[src/rtl/posted_wr_buf.sv]
module posted_wr_buf #(
  parameter int AW = 4,
  parameter int DW = 32,
  localparam int BW = DW / 8
) (
  input  logic          clk,
  input  logic          rst_n,
  input  logic          wr_req,
  input  logic          rd_req,
  input  logic [AW-1:0] addr,
  input  logic [DW-1:0] wr_d0,
  input  logic [DW-1:0] wr_d1,
  input  logic [BW-1:0] wr_be0,
  input  logic [BW-1:0] wr_be1,
  output logic          arr_we,
  output logic          arr_re,
  output logic [AW-1:0] arr_addr,
  output logic [DW-1:0] arr_wd0,
  output logic [DW-1:0] arr_wd1,
  output logic [BW-1:0] arr_be0,
  output logic [BW-1:0] arr_be1,
  input  logic [DW-1:0] arr_rd0,
  input  logic [DW-1:0] arr_rd1,
  output logic          rd_valid,
  output logic [DW-1:0] rd_d0,
  output logic [DW-1:0] rd_d1
);

  logic          hv;
  logic [AW-1:0] ha;
  logic [DW-1:0] hd0, hd1;
  logic [BW-1:0] hb0, hb1;

  logic          rv;
  logic [DW-1:0] sd0, sd1;
  logic [BW-1:0] sb0, sb1;

  wire rd_go = rd_req & ~wr_req;
  wire hit   = hv && (ha == addr);

  always_ff @(posedge clk) begin
    if (!rst_n) begin
      hv  <= 1'b0;
      ha  <= '0;
      hd0 <= '0;
      hd1 <= '0;
      hb0 <= '0;
      hb1 <= '0;
    end else if (wr_req) begin
      hv  <= 1'b1;
      ha  <= addr;
      hd0 <= wr_d0;
      hd1 <= wr_d1;
      hb0 <= wr_be0;
      hb1 <= wr_be1;
    end
  end

  always_ff @(posedge clk) begin
    if (!rst_n) begin
      rv  <= 1'b0;
      sd0 <= '0;
      sd1 <= '0;
      sb0 <= '0;
      sb1 <= '0;
    end else begin
      rv <= rd_go;
      if (rd_go) begin
        sd0 <= hd0;
        sd1 <= hd1;
        sb0 <= hit ? hb0 : '0;
        sb1 <= hit ? hb1 : '0;
      end
    end
  end

  assign arr_we   = wr_req & hv;
  assign arr_re   = rd_go;
  assign arr_addr = wr_req ? ha : addr;
  assign arr_wd0  = hd0;
  assign arr_wd1  = hd1;
  assign arr_be0  = hb0;
  assign arr_be1  = hb1;
  assign rd_valid = rv;

  for (genvar g = 0; g < BW; g++) begin : g_merge
    assign rd_d0[8*g +: 8] = sb0[g] ? sd0[8*g +: 8] : arr_rd0[8*g +: 8];
    assign rd_d1[8*g +: 8] = sb1[g] ? sd1[8*g +: 8] : arr_rd1[8*g +: 8];
  end

endmodule

[config.mk]
export PLATFORM = sky130hd
export DESIGN_NAME = posted_wr_buf
export DESIGN_NICKNAME = d
export VERILOG_FILES = /design/src/rtl/posted_wr_buf.sv
export SDC_FILE = /design/constraint.sdc
export NUM_CORES = 1
export LEC_CHECK = 0
export ABC_AREA = 1
export BUFFER_PORTS_ARGS = -buffer_cell sky130_fd_sc_hd__clkbuf_2
export CAP_MARGIN = 25
export CORE_AREA = 2 2 149 151
export DETAILED_ROUTE_END_ITERATION = 10
export DIE_AREA = 0 0 151 153
export HOLD_SLACK_MARGIN = 0.12
export SETUP_SLACK_MARGIN = 0.1
export SYNTH_ARGS = -nofsm -noshare
export SYNTH_HDL_FRONTEND = slang
export SYNTH_SLANG_ARGS = --single-unit
[constraint.sdc]
create_clock -name clk -period 1.1 [get_ports clk]
set_clock_uncertainty 0.2 [all_clocks]
set_input_delay 0.11 -clock clk [delete_from_list [all_inputs] [get_ports clk]]
set_output_delay 0.11 -clock clk [all_outputs]
set_load 0.02 [all_outputs]
# Word level (Yosys, flattened, before mapping)
# Cells that the tools add are included.
# Widths: inputs -> output; s select.
word_totals:
  ff_bits: 150
  latch_bits: 0
  ramBits: 0
  rom_bits: 0
  in_bits: 144
  out_inout_bits: 143
  wordCells: 27
  n_memories: 0
classes:
  add_sub_neg: 0
  mul: 0
  div: 0
  magnitude_cmp: 0
  eq_ne: 1
  shift: 0
  muxes: 11
  bitwise: 3
  n_reduce_logical: 1
op_table:
  columns: ["operator", "n"]
  rows:
  - ["$mux 8", 8]
  - ["$mux 4", 3]
  - ["$eq 4x4->1", 1]
  - ["$and 1x1->1", 2]
  - ["$logic_and 1x1->1", 1]
  - ["$not 1->1", 1]

# Logic depth before layout (Yosys ltp)
logic_depth:
  word_depth: 3
  mapped_depth: 7
  depth_no_buf: 6

# Worst setup path before layout
# No wires, ideal clock.
synth_path:
  path_kind: "input port to output port"
  from: "input wr_req"
  to: "output arr_addr[0]"
  arrival_ns: 1.025
  required_ns: 0.790
  slack_ns: -0.235
  cell_stages: 5
  n_path_buf: 3
  cell_sequence: "buf_6 inv_8 buf_6 buf_4 o21ai_0"
synth_via:
  elab_chain_len: 1
synth_rtl:
  columns: ["item", "line_no", "text"]
  rows:
  - ["start, declared", "8", "input logic wr_req,"]
  - ["$mux 4", "79", "assign arr_addr = wr_req ? ha : addr;"]
  - ["end, declared", "17", "output logic [AW-1:0] arr_addr,"]
# No other way between the ends.

# Worst setup path after layout
layout_path:
  from: "register sb0[2]"
  to: "output rd_d0[16]"
layout_via:
  elab_chain_len: 1
layout_rtl:
  columns: ["item", "line_no", "text"]
  rows:
  - ["start, declared", "36", "logic [BW-1:0] sb0, sb1;"]
  - ["start signal, assigned", "71", "sb0 <= hit ? hb0 : '0;"]
  - ["$mux 8", "87", "assign rd_d0[8*g +: 8] = sb0[g] ? sd0[8*g +: 8] : arr_rd0[8*g +: 8];"]
  - ["end, declared", "25", "output logic [DW-1:0] rd_d0,"]
# No other way between the ends.

==> results.toml <==
[synthesis]
syn_nets = 869
synth_area_per_cell_um2 = 8.70
async_flop_share_pct = 0
yosysSeqAreaShare_pct = 47.6
ys_types = 25
synth_top_area_share_pct = 47.6
synth_edf_count = 0
yosys-top-cells-count = "150 x dfxtp_1, 149 x nor2_1, 96 x o21ai_0"
synth.most_common_cell = "dfxtp_1"
synth_top_flop_cell = "dfxtp_1"
ys_top_cells_by_area = "dfxtp_1 48%, mux2_2 11%, nor2_1 8.9%"
yosysWarnings = 0
ys_ff_latch = 150
synthesis.area_um2 = 6310
synth_cells = 725
yosysTopAreaCell = "dfxtp_1"

[timing]
finalSetupTns_ps = -49930
whs_ps = -83.8
hold_violations = 16
setup_viol = 188
tightestPinTransition_ps = 376
timing.final.ws_setup_ps = -581
timing.final.crit_share_pct = 153
rsz0062_at_grt = "yes"
min_period_ps = 1680
slew_headroom_pct = 74.9
slew_violations = 0
timing.fmax_mhz = 595

[cts]
clk_pin_slew_ps = 60
htreeDepth = 4
clockBufferDepth = 2
clock-sinks = 150
root_buffer = "clkbuf_16"
cts_tree = "done"
numCtsBuffers = 17
clk_latency_ps = 410

[layout]
synthToLayoutAreaGrowth_pct = 91.6
finalInstanceArea_um2 = 12100
antenna_cells = 0
final_nets = 1315
drive_gt1_share_pct = 58.8
fin_util_pct = 56.3

[floorplan]
coreArea_um2 = 21500
die_area_um2 = 23100
die_h_um = 153
initial_core_util_pct = 29.4
row_count = 54
io_pins = 287
dieWidth_um = 151

[power_and_ir_drop]
cellPowerDensity_nw_per_um2 = 1300
total_power_mw = 15.8
ir_drop_mv = 0.897
p_leak_nw = 5.52

[grt]
grt-ovfl-total = 0
grt_pass1_wl_mm = 34.4
grt_max_degree = 73
grt_use_total_pct = 19.3
antenna_found_initial = 1
first_global_vias = 6503

[critical_path]
cp-end-kind = "output pin"
critPathBufInv = 2
crit_family = "flip-flops"
startpoint_type = "flop"
slowest_delay_ps = 350
cpMaxStageDelayCell = "dfxtp_2"
crit_type = "reg2out"
crit_chain = "buf_12, mux2_4, buf_8"
critPathRequiredTime_ps = 790
crit_arrival_ps = 1370
cp_max_fo = 8

[placed_design]
dpl_cell_area_um2 = 8860
dp_hpwl_mm = 15.1
gp_congestion = 0.774
port_buffers = 286

[routing]
firstDrtPassIters = 4
vias_per_cell = 4.59
ant_nets = 0
drc = 0
drt_iter0_markers = 223
wire_per_inst_um = 16.2
via_count = 6706
drt-total-wl_mm = 23.7

[worst_hold_path]
hold_class = "in2reg"

[status]
status = "finished with violations"
violations = "negative hold slack, negative setup slack"

[run]
maxCapViolCount = 0
kinds of logic (layout without fill, tap and decap cells):
kind of cell	Yosys count	after routing	share of synthesized area (%)
simple gates	241	241	16.1
compound gates	176	176	16.5
flops	150	150	47.6
buf+inv	94	550	8.47
mux	64	64	11.4
cell usage in the layout, fill, tap and decap left out, types with 35 or more instances in the layout:
cell type,synthesis,routed
nand2_1,42,35
dlygate4sd3_1,0,77
o21ai_1,1,36
o21ai_2,42,55
buf_8,0,80
nand3_2,0,38
o21ai_0,96,48
dfxtp_2,0,79
dfxtp_1,150,64
buf_4,4,85
mux2_4,0,64
nor2_1,149,149
clkbuf_2,1,149
buf_6,8,60
a21oi_1,37,36
flip-flops by register name, indices dropped and copies added, names as in the netlist:
name / cells
ha: 4
arr_be1: 4
sd0: 32
arr_wd1: 32
sd1: 32
hv: 1
rd_valid: 1
arr_wd0: 32
sb0: 4
sb1: 4
arr_be0: 4
metal layers:
| layer | wire length (µm) | track usage, % | vias up | share of wire (%) |
|---|---|---|---|---|
| met5 | 12 | 0 | - | 0.051 |
| met4 | 617 | 7.92 | 2 | 2.6 |
| li1 | - | - | 3304 | - |
| met2 | 11700 | 32.1 | 225 | 50 |
| met1 | 9830 | 23.7 | 3130 | 42 |
| met3 | 1460 | 4.72 | 45 | 6.2 |
worst min-delay path: stages:
cell and delay [ps]:
buf_6 100, buf_12 150, nand3_2 80, o21ai_2 50
report_power, final:
part / leakage (nW) / switching [mW] / internal [mW] / total, mW
combinational: 3.98 / 1.73 / 2.13 / 3.87
sequential: 1.26 / 0.286 / 5.80 / 6.08
clock: 0.280 / 2.25 / 3.55 / 5.80
total: 5.52 / 4.27 / 11.5 / 15.8
through the flow:
step | std cells | setup WS (ps)
after floorplan | 725 | -8.46
after detailed placement | 1294 | -263
after global routing | 1461 | -634
after CTS | 1446 | -632
final | 1461 | -581
after global placement | 1294 | -238
area by class of cell:
type | count | area, µm²
Fill cell | 1786 | 9400
Multi-Input combinational cell | 481 | 3280
Tap cell | 280 | 350
Inverter | 38 | 160
Clock buffer | 22 | 484
Sequential cell | 150 | 3130
Clock inverter | 7 | 97.6
Timing Repair Buffer | 483 | 4590
repair_timing:
item / 4_1_cts / 5_1_grt
hold buffers: 77 / 1
pin swaps: 6 / 13
setup buffers: 45 / 15
gates cloned: 1 / 2
endpoints found under the setup margin: 151 / 214
gates resized for setup: 277 / 272
hold endpoints to repair: 150 / 150
final timing paths:
check / slack (ps) / endpoint / depth (start not counted) / from
worst max-delay path: -580 / rd_d0[16] / 3 / sb0[2]$_SDFFE_PN0P_
worst min-delay path: -80 / sd1[8]$_SDFFE_PN0P_ / 4 / rst_n
worst max register to register: -290 / sb0[1]$_SDFFE_PN0P_ / 7 / ha[0]$_SDFFE_PN0P_
worst min register to register: 260 / sd0[19]$_SDFFE_PN0P_ / 2 / sd0[19]$_SDFFE_PN0P_
No activity file was read; power rests on OpenSTA's default activity.
